--- src/rtl/dpcf_pkg.sv ---
package dpcf_pkg;
  localparam int BYTE_W = 8;

  localparam logic [BYTE_W-1:0] OP_PROG       = 8'h82;
  localparam logic [BYTE_W-1:0] OP_PAGE_ERASE = 8'h81;
  localparam logic [BYTE_W-1:0] OP_PROTECT    = 8'h3D;
  localparam logic [BYTE_W-1:0] OP_READ       = 8'hD2;

  typedef enum logic [2:0] {
    PS_OPC,
    PS_ADDR,
    PS_WDATA,
    PS_READ,
    PS_DROP
  } pstate_t;

  // program/erase class, blocked by write protect
  function automatic logic op_guarded(input logic [BYTE_W-1:0] op);
    return (op == OP_PROG) || (op == OP_PAGE_ERASE);
  endfunction

  function automatic logic op_known(input logic [BYTE_W-1:0] op);
    return op_guarded(op) || (op == OP_PROTECT) || (op == OP_READ);
  endfunction

  function automatic logic op_is_read(input logic [BYTE_W-1:0] op);
    return op == OP_READ;
  endfunction

  // serial output bit for a given bit slot, msb first
  function automatic logic [2:0] msb_index(input logic [2:0] slot);
    return 3'd7 - slot;
  endfunction
endpackage

--- src/rtl/dpcf_deser.sv ---
module dpcf_deser
  import dpcf_pkg::*;
(
  input  logic              clk,
  input  logic              rst_n,
  input  logic              sel,
  input  logic              serial_mode,
  input  logic              si,
  input  logic [BYTE_W-1:0] pio_in,
  output logic              byte_done,
  output logic [BYTE_W-1:0] byte_val,
  output logic [2:0]        bit_idx
);
  logic [BYTE_W-2:0] sh_q;
  logic [2:0]        cnt_q;

  always_ff @(posedge clk or negedge rst_n) begin
    if (!rst_n) begin
      sh_q  <= '0;
      cnt_q <= '0;
    end else if (!sel) begin
      cnt_q <= '0;
    end else if (serial_mode) begin
      sh_q  <= {sh_q[BYTE_W-3:0], si};
      cnt_q <= cnt_q + 3'd1;
    end
  end

  assign byte_done = sel && (serial_mode ? (cnt_q == 3'd7) : 1'b1);
  assign byte_val  = serial_mode ? {sh_q, si} : pio_in;
  assign bit_idx   = cnt_q;
endmodule

--- src/rtl/dpcf_parser.sv ---
module dpcf_parser
  import dpcf_pkg::*;
#(
  parameter int ADDR_BYTES = 3
) (
  input  logic                     clk,
  input  logic                     rst_n,
  input  logic                     sel,
  input  logic                     wp_n,
  input  logic                     byte_done,
  input  logic [BYTE_W-1:0]        byte_val,
  output logic                     cmd_stb,
  output logic [BYTE_W-1:0]        cmd_op,
  output logic [ADDR_BYTES*8-1:0]  cmd_addr,
  output logic                     wr_stb,
  output logic [BYTE_W-1:0]        wr_data,
  output logic                     in_read,
  output logic                     rd_req
);
  localparam int ADDR_W = ADDR_BYTES * BYTE_W;
  localparam int PREV_W = ADDR_W - BYTE_W;
  localparam int AC_W   = $clog2(ADDR_BYTES);
  localparam logic [AC_W-1:0] LAST_AB = AC_W'(ADDR_BYTES - 1);

  pstate_t           st_q;
  logic [AC_W-1:0]   acnt_q;
  logic [PREV_W-1:0] addr_sh_q;

  always_ff @(posedge clk or negedge rst_n) begin
    if (!rst_n) begin
      st_q      <= PS_OPC;
      acnt_q    <= '0;
      addr_sh_q <= '0;
      cmd_stb   <= 1'b0;
      cmd_op    <= '0;
      cmd_addr  <= '0;
      wr_stb    <= 1'b0;
      wr_data   <= '0;
    end else begin
      cmd_stb <= 1'b0;
      wr_stb  <= 1'b0;
      if (!sel) begin
        st_q   <= PS_OPC;
        acnt_q <= '0;
      end else if (byte_done) begin
        case (st_q)
          PS_OPC: begin
            cmd_op <= byte_val;
            acnt_q <= '0;
            if (!op_known(byte_val) || (op_guarded(byte_val) && !wp_n))
              st_q <= PS_DROP;
            else
              st_q <= PS_ADDR;
          end
          PS_ADDR: begin
            addr_sh_q <= PREV_W'({addr_sh_q, byte_val});
            if (acnt_q == LAST_AB) begin
              cmd_stb  <= 1'b1;
              cmd_addr <= {addr_sh_q, byte_val};
              st_q     <= op_is_read(cmd_op) ? PS_READ : PS_WDATA;
            end else begin
              acnt_q <= acnt_q + 1'b1;
            end
          end
          PS_WDATA: begin
            wr_stb  <= 1'b1;
            wr_data <= byte_val;
          end
          default: ;
        endcase
      end
    end
  end

  assign in_read = (st_q == PS_READ);
  assign rd_req  = byte_done && in_read;

  p_drop_silent_r7: assert property (@(posedge clk) disable iff (!rst_n)
    (st_q == PS_DROP) |=> (!cmd_stb && !wr_stb));

  p_single_strobe_r2: assert property (@(posedge clk) disable iff (!rst_n)
    cmd_stb |=> !cmd_stb);
endmodule

--- src/rtl/dpcf_readout.sv ---
module dpcf_readout
  import dpcf_pkg::*;
(
  input  logic              clk,
  input  logic              rst_n,
  input  logic              in_read,
  input  logic [2:0]        bit_idx,
  input  logic [BYTE_W-1:0] rd_byte,
  output logic              so_q,
  output logic [BYTE_W-1:0] pio_q
);
  always_ff @(negedge clk or negedge rst_n) begin
    if (!rst_n) begin
      so_q  <= 1'b0;
      pio_q <= '0;
    end else if (in_read) begin
      so_q  <= rd_byte[msb_index(bit_idx)];
      pio_q <= rd_byte;
    end
  end
endmodule

--- src/rtl/dual_port_cmd_front.sv ---
module dual_port_cmd_front
  import dpcf_pkg::*;
#(
  parameter int ADDR_BYTES = 3,
  localparam int ADDR_W = ADDR_BYTES * 8
) (
  input  logic              clk,
  input  logic              rst_n,
  input  logic              cs_n,
  input  logic              port_sel,
  input  logic              wp_n,
  input  logic              busy,
  input  logic              si,
  output logic              so,
  output logic              so_oe,
  input  logic [7:0]        pio_in,
  output logic [7:0]        pio_out,
  output logic [7:0]        pio_oe,
  input  logic [7:0]        rd_byte,
  output logic              rd_req,
  output logic              cmd_stb,
  output logic [7:0]        cmd_op,
  output logic [ADDR_W-1:0] cmd_addr,
  output logic              wr_stb,
  output logic [7:0]        wr_data
);
  logic       mode_q;
  logic       sel;
  logic       byte_done;
  logic [7:0] byte_val;
  logic [2:0] bit_idx;
  logic       in_read;
  logic       so_q;
  logic [7:0] pio_q;

  assign sel = !cs_n;

  always_ff @(posedge clk or negedge rst_n) begin
    if (!rst_n)              mode_q <= 1'b1;
    else if (cs_n && !busy)  mode_q <= port_sel;
  end

  dpcf_deser u_deser (
    .clk(clk), .rst_n(rst_n), .sel(sel), .serial_mode(mode_q),
    .si(si), .pio_in(pio_in),
    .byte_done(byte_done), .byte_val(byte_val), .bit_idx(bit_idx)
  );

  dpcf_parser #(.ADDR_BYTES(ADDR_BYTES)) u_parser (
    .clk(clk), .rst_n(rst_n), .sel(sel), .wp_n(wp_n),
    .byte_done(byte_done), .byte_val(byte_val),
    .cmd_stb(cmd_stb), .cmd_op(cmd_op), .cmd_addr(cmd_addr),
    .wr_stb(wr_stb), .wr_data(wr_data), .in_read(in_read), .rd_req(rd_req)
  );

  dpcf_readout u_readout (
    .clk(clk), .rst_n(rst_n), .in_read(in_read), .bit_idx(bit_idx),
    .rd_byte(rd_byte), .so_q(so_q), .pio_q(pio_q)
  );

  assign so      = so_q;
  assign so_oe   = sel && mode_q && in_read;
  assign pio_out = pio_q;
  assign pio_oe  = {8{sel && !mode_q && in_read}};

  p_quiet_deselect_r1: assert property (@(posedge clk) disable iff (!rst_n)
    cs_n |=> (!cmd_stb && !wr_stb));

  p_drivers_off_r4: assert property (@(posedge clk) disable iff (!rst_n)
    cs_n |-> (!so_oe && (pio_oe == 8'h00)));

  p_one_port_r5: assert property (@(posedge clk) disable iff (!rst_n)
    !(so_oe && (pio_oe != 8'h00)));

  p_mode_hold_r6: assert property (@(posedge clk) disable iff (!rst_n)
    (!cs_n || busy) |=> $stable(mode_q));
endmodule

--- config.mk ---
export PLATFORM = sky130hd
export DESIGN_NAME = dual_port_cmd_front
export DESIGN_NICKNAME = d
export VERILOG_FILES = /design/src/rtl/dpcf_pkg.sv /design/src/rtl/dpcf_deser.sv /design/src/rtl/dpcf_parser.sv /design/src/rtl/dpcf_readout.sv /design/src/rtl/dual_port_cmd_front.sv
export SDC_FILE = /design/constraint.sdc
export NUM_CORES = 1
export LEC_CHECK = 0
export ABC_AREA = 1
export BUFFER_PORTS_ARGS = -buffer_cell sky130_fd_sc_hd__buf_2
export CORE_MARGIN = 5
export CORE_UTILIZATION = 55
export CTS_CLUSTER_DIAMETER = 80
export DETAILED_ROUTE_END_ITERATION = 16
export PLACE_DENSITY = 0.87
export SLEW_MARGIN = 15
export SYNTH_ARGS = -nofsm -noshare
export SYNTH_HDL_FRONTEND = slang
export SYNTH_SLANG_ARGS = --single-unit
--- constraint.sdc ---
create_clock -name clk -period 3.1 [get_ports clk]
set_input_delay 0.155 -clock clk [delete_from_list [all_inputs] [get_ports clk]]
set_output_delay 0.155 -clock clk [all_outputs]
set_load 0.05 [all_outputs]
==> results of run 1 <==
## worst max-delay path: cells and delay by family, from the launching register on
| family | cells | cell delay [ns] |
|---|---|---|
| DFF | 1 | 0.39 |
| buffers and inverters | 2 | 0.34 |
| and+or+nand+nor | 2 | 0.34 |
| AOI/OAI and AO/OA | 1 | 0.08 |
## final timing paths
check | to | slack (ns) | depth (start not counted)
worst max-delay path | u_readout.pio_q[1] | 0.20 | 5
worst min-delay path | mode_q | 0.01 | 3
worst max register to register | u_readout.pio_q[1] | 0.20 | 5
worst min register to register | u_readout.pio_q[3] | 0.43 | 2
max in group asynchronous | u_readout.so_q | 1.14 | 2
min in group asynchronous | u_deser.bit_idx[0] | 0.25 | 2
## cells in the final DEF, fill, tap and decap left out, types with 2 or more instances in the layout
cell       instances
clkbuf_8          12
nor2_1            11
nand2_1          137
nand3_1           10
mux2_2             3
o21ai_0           50
inv_1             34
a21oi_1            7
inv_2              4
dfrtp_1           73
nand2_2            4
o21ai_1           15
bufinv_16          2
nor2_2             2
ha_1               3
a31oi_1            2
dfrtn_1            9
buf_4              3
buf_2             82
nor2_4             2
## cell usage after synthesis, drive strengths merged
library cell	instances
inv	38
nand3	11
a31oi	2
buf	18
or2	1
clkbuf	1
nand3b	1
mux2	3
nor3b	1
a21oi	7
nor4	1
dfstp	1
ha	3
dfrtp	73
nand2	141
o21ai	66
dfrtn	9
nor2	15
nor3	2
## metrics by stage
step                      setup slack [ns]  utilization, %  power, W
after floorplan                     0.2386               -  0.001888
after global placement              0.3471           62.11  0.002059
after detailed placement            0.2723           62.11  0.002105
after CTS                           0.1976           66.01  0.002998
after global routing               0.03977           66.01  0.003138
final                               0.2037           66.01  0.002985
## flip-flops by register name, summed over array words and instances (netlist names), 2 cells and up
register,cells
u_deser.bit_idx,3
u_deser.sh_q,7
u_parser.acnt_q,2
u_parser.addr_sh_q,16
u_parser.cmd_addr,24
u_parser.cmd_op,8
u_parser.st_q,3
u_parser.wr_data,8
u_readout.pio_q,8
## final cells by class
type                    count  area (um2)  share of cell area [%]
clock buffers              12       165.2                   3.963
clock inverters             4       71.32                   1.711
inverters                  38       142.6                   3.422
multi-input cells         254        1171                   28.10
flip-flops and latches     83        2078                   49.86
well taps                  77       96.34                   2.312
repair buffers             86       442.9                   10.63
## layer usage
layer  vias to the layer above  GRT usage, %
li1                       1394             -
met1                      1346         25.79
met2                       114         31.40
met3                        19         5.927
met4                         0         9.801
met5                         -             0
## cell families after synthesis
logic type	after synthesis	share of synthesized area, %
adders and majority gates	3	1.064
muxes	3	0.9570
DFF	83	58.88
AOI/OAI and AO/OA	75	10.81
buffers and inverters	57	7.940
and+or+nand+nor	173	20.35
## power by group through the flow
stage	clock network (W)	registers (W)	logic, W
detailed placement	0	0.00143	0.000676
global route	0.000952	0.00143	0.000754
finish	0.000896	0.00141	0.000678
CTS	0.000909	0.00141	0.000681
global placement	0	0.00141	0.000644
floorplan	0	0.00158	0.000310
## repair_timing
item | CTS | global route
hold endpoints to repair | 14 | 0
buffers inserted | 0 | 0
hold buffers | 1 | 0
==> impl_metrics.yaml, run 1 <==
worst_setup_path:
  cp_common_cell: "inv_1"
  end_kind: "flop"
  cp_max_fo: 16
  startpoint: "u_parser.st_q[1]"
  r2r-start: "u_parser.st_q[1]"
  critPathKind: "flop to flop"
  path_cells: "inv_1, nor3_2, inv_1, nand2_1, o21ai_0"
  critPathRequiredTime_ns: 1.72
  slowest_stage: "dfrtp_1"
  cp-start-kind: "flop"
  max_stage_delay_ns: 0.39
  worstPathArrival_ns: 1.52
timing:
  whs_ns: 0.01419
  final_hold_viol_count: 0
  rsz0062_at_grt: "false"
  max-slew-margin-rel_pct: 51.89
  worst_slew_pin_slew_ns: 0.7216
  fin_skew_ns: 0.01722
  fin_setup_tns_ns: 0
  drv_slew: 0
  finalSetupViolCount: 0
clock_tree:
  cts_resized: 0
  cts_max_level: 3
  clockBufferDepth: 2
  cts_buffers: 9
  root_buffer: "clkbuf_8"
  clk_latency_ns: 0.36
  clock_sinks: 83
  cts_tree: "built"
  clk_pin_slew_ns: 0.07
pwr:
  power.internal_w: 0.001980
  swShare_pct: 33.69
  ir_drop_mv: 0.3939
  p_seq_share_pct: 47.3
  switchingPower_w: 0.001006
  clkPwrFrac_pct: 30.0
  p_comb_share_pct: 22.7
  power.density_nw_per_um2: 716.2
  p_leak_nw: 2.257
die:
  dieHeight_um: 90.11
  core-area_um2: 6314
  start_util_pct: 55.91
  ios: 84
  die_area_um2: 8120
  rows: 29
  die_w_um: 90.11
logic_synthesis:
  syn_nets: 420
  synthesis.area_um2: 3530
  yosysTopAreaCell: "dfrtp_1"
  synth_top_area_share_pct: 51.75
  syn_inst: 394
  synth_seq_cells: 83
  ys_types: 29
  synthTopCellsByArea: "dfrtp_1 52%, nand2_1 15%, o21ai_0 7.1%, dfrtn_1 6.4%, inv_1 3.6%"
  postSynthAreaPerCell_um2: 8.958
  synth_seq_area_share_pct: 58.88
  synth_warnings: 0
detailed_routing:
  wire_per_inst_um: 14.23
  wl_met2_mm: 3.749
  vias: 2873
  drt_iter0_markers: 138
  drcViolationCount: 0
  vias_per_cell: 5.186
  routed.top_layer: "met4"
  wl_mm: 7.885
  detail_route.wirelength.met1_mm: 3.449
  ant_nets: 0
  first_pass_iters: 4
  dr_wl_met3_um: 518
finish:
  drive_gt1_share_pct: 24.95
  final_nets: 498
  fin_cells: 554
  antennaDiodeCount: 0
  design_area_um2: 4168
  fillers: 506
  syn2layout_area_growth_pct: 18.08
hold_path:
  worstHoldStart: "port_sel"
  hold_class: "primary input to flop"
place:
  place_hpwl_mm: 5.749
  globalplace.congestion: 0.8400
  place_area_um2: 3921
  placed_cells: 537
  io_buffers: 83
global_routing:
  grt_pass1_wl_mm: 13.31
  grt_usage_pct: 20.17
  grt_start_max_net_pins: 61
  grt_pass1_vias: 2827
  overflow: 0
  antenna_found_initial: 0
job:
  drv_cap: 0
run_status:
  status: "completed"
No activity file was read; power rests on OpenSTA's default activity.
==> inputs of run 2 (changes only) <==
--- a/config.mk
+++ b/config.mk
@@ -7,6 +7,7 @@
 export LEC_CHECK = 0
 export ABC_AREA = 1
 export BUFFER_PORTS_ARGS = -buffer_cell sky130_fd_sc_hd__buf_2
+export CORE_ASPECT_RATIO = 2
 export CORE_MARGIN = 5
 export CORE_UTILIZATION = 55
 export CTS_CLUSTER_DIAMETER = 80
==> run 2 against run 1 <==
Combinational power up 0.6%. First-iteration DRC count rose by 25%. Clock power rose by 23%. Largest power group unchanged. Highest routed layer unchanged. Total power is 7.1% higher. Critical path type unchanged. Worst setup slack got worse by 0.0056 ns. Utilization rose by 1.5 points.
==> impl_metrics.yaml, run 2 (same netlist as run 1, synthesis figures left out) <==
timing:
  fin_setup_tns_ns: 0
  worst_slew_pin_slew_ns: 0.8676
  final_hold_viol_count: 0
  max-slew-margin-rel_pct: 42.16
  fin_skew_ns: 0.005971
  finalSetupViolCount: 0
  whs_ns: 0.02272
  drv_slew: 0
  rsz0062_at_grt: "false"
clock_tree:
  clockBufferDepth: 2
  ctsHoldBuffers: 1
  clk_latency_ns: 0.34
  clk_pin_slew_ns: 0.06
  cts_buffers: 9
  clock_sinks: 83
  cts_resized: 0
  cts_tree: "built"
  cts_setup_buffers: 0
  cts_max_level: 3
  root_buffer: "clkbuf_16"
finish:
  syn2layout_area_growth_pct: 20.70
  layout_commonest_cell: "nand2_1"
  max_flop_register: "u_parser.cmd_addr"
  antennaDiodeCount: 0
  drive_gt1_share_pct: 24.95
  design_area_um2: 4260
  fillers: 501
  layout.cells.most_common_list: "137 x nand2_1, 82 x buf_2, 73 x dfrtp_1"
  reg_top3: "u_parser.cmd_addr: 24 flops, u_parser.addr_sh_q: 16 flops"
  final_nets: 498
  fin_cells: 563
  largest_register_ffs: 24
die:
  ios: 84
  start_util_pct: 55.94
  die_area_um2: 8217
  dieHeight_um: 123.3
  die_w_um: 66.65
  rows: 41
  core-area_um2: 6310
pwr:
  ir_drop_mv: 0.4986
  p_leak_nw: 2.300
  power.density_nw_per_um2: 750.2
  totalPowerFinal_w: 0.003196
worst_setup_path:
  end_kind: "flop"
  cp_max_fo: 16
  critPathRequiredTime_ns: 1.71
  critPathKind: "flop to flop"
  worstPathArrival_ns: 1.51
  cp-start-kind: "flop"
place:
  io_buffers: 83
  place_area_um2: 3933
  globalplace.congestion: 0.8729
  placed_cells: 546
  place_hpwl_mm: 5.816
job:
  drv_cap: 0
global_routing:
  grt_pass1_wl_mm: 13.09
  grt_start_max_net_pins: 71
  grt_pass1_vias: 2846
  grt_usage_pct: 21.46
  overflow: 0
  antenna_found_initial: 0
detailed_routing:
  wl_mm: 8.124
  first_pass_iters: 4
  drcViolationCount: 0
  vias: 2827
  drt_iter0_markers: 173
  vias_per_cell: 5.021
  wire_per_inst_um: 14.43
  ant_nets: 0
hold_path:
  hold_class: "primary input to flop"
run_status:
  status: "completed"
[run 2: power breakdown]
part           internal (W)  switching, W  total [W]
combinational      0.000184      0.000498   0.000682
clock              0.000683      0.000414    0.00110
sequential          0.00128      0.000135    0.00142
[run 2: area by class of cell]
class | instances | area [um2] | area share, %
Sequential cell | 83 | 2078 | 48.78
Multi-Input combinational cell | 254 | 1171 | 27.49
Timing Repair Buffer | 86 | 442.9 | 10.40
Clock buffer | 14 | 306.5 | 7.195
Inverter | 38 | 142.6 | 3.348
Tap cell | 86 | 107.6 | 2.526
Clock inverter | 2 | 11.26 | 0.2643
[run 2: stage by stage]
| step | worst slack [ns] | util (%) |
|---|---|---|
| 4_1_cts | 0.1810 | 67.52 |
| 5_1_grt | 0.1126 | 67.52 |
| 2_1_floorplan | 0.2386 | - |
| 3_3_place_gp | 0.3430 | 62.32 |
| 6_report | 0.1981 | 67.52 |
| 3_5_place_dp | 0.2711 | 62.32 |
[run 2: metal layers]
layer / track usage [%] / share of wire, %
met3: 4.818 / 4.9
met1: 23.03 / 38
met2: 39.12 / 55
met5: 0 / 0
met4: 9.288 / 2.1
[run 2: path summary, 6_finish.rpt]
check,to,cells after the start,slack (ns),start
max in group asynchronous,u_readout.pio_q[7],2,1.24,rst_n
worst max-delay path,u_readout.pio_q[1],5,0.20,u_parser.st_q[1]
worst min-delay path,mode_q,3,0.02,port_sel
worst min register to register,u_readout.pio_q[4],2,0.42,u_readout.pio_q[4]
min in group asynchronous,u_parser.acnt_q[0],2,0.22,rst_n
worst max register to register,u_readout.pio_q[1],5,0.20,u_parser.st_q[1]
[run 2: critical path, cell delays in order, from the launching register on]
cell and delay [ns]:
dfrtp_1 0.40, inv_1 0.10, nor3_2 0.21, inv_1 0.24, nand2_1 0.12, o21ai_0 0.10
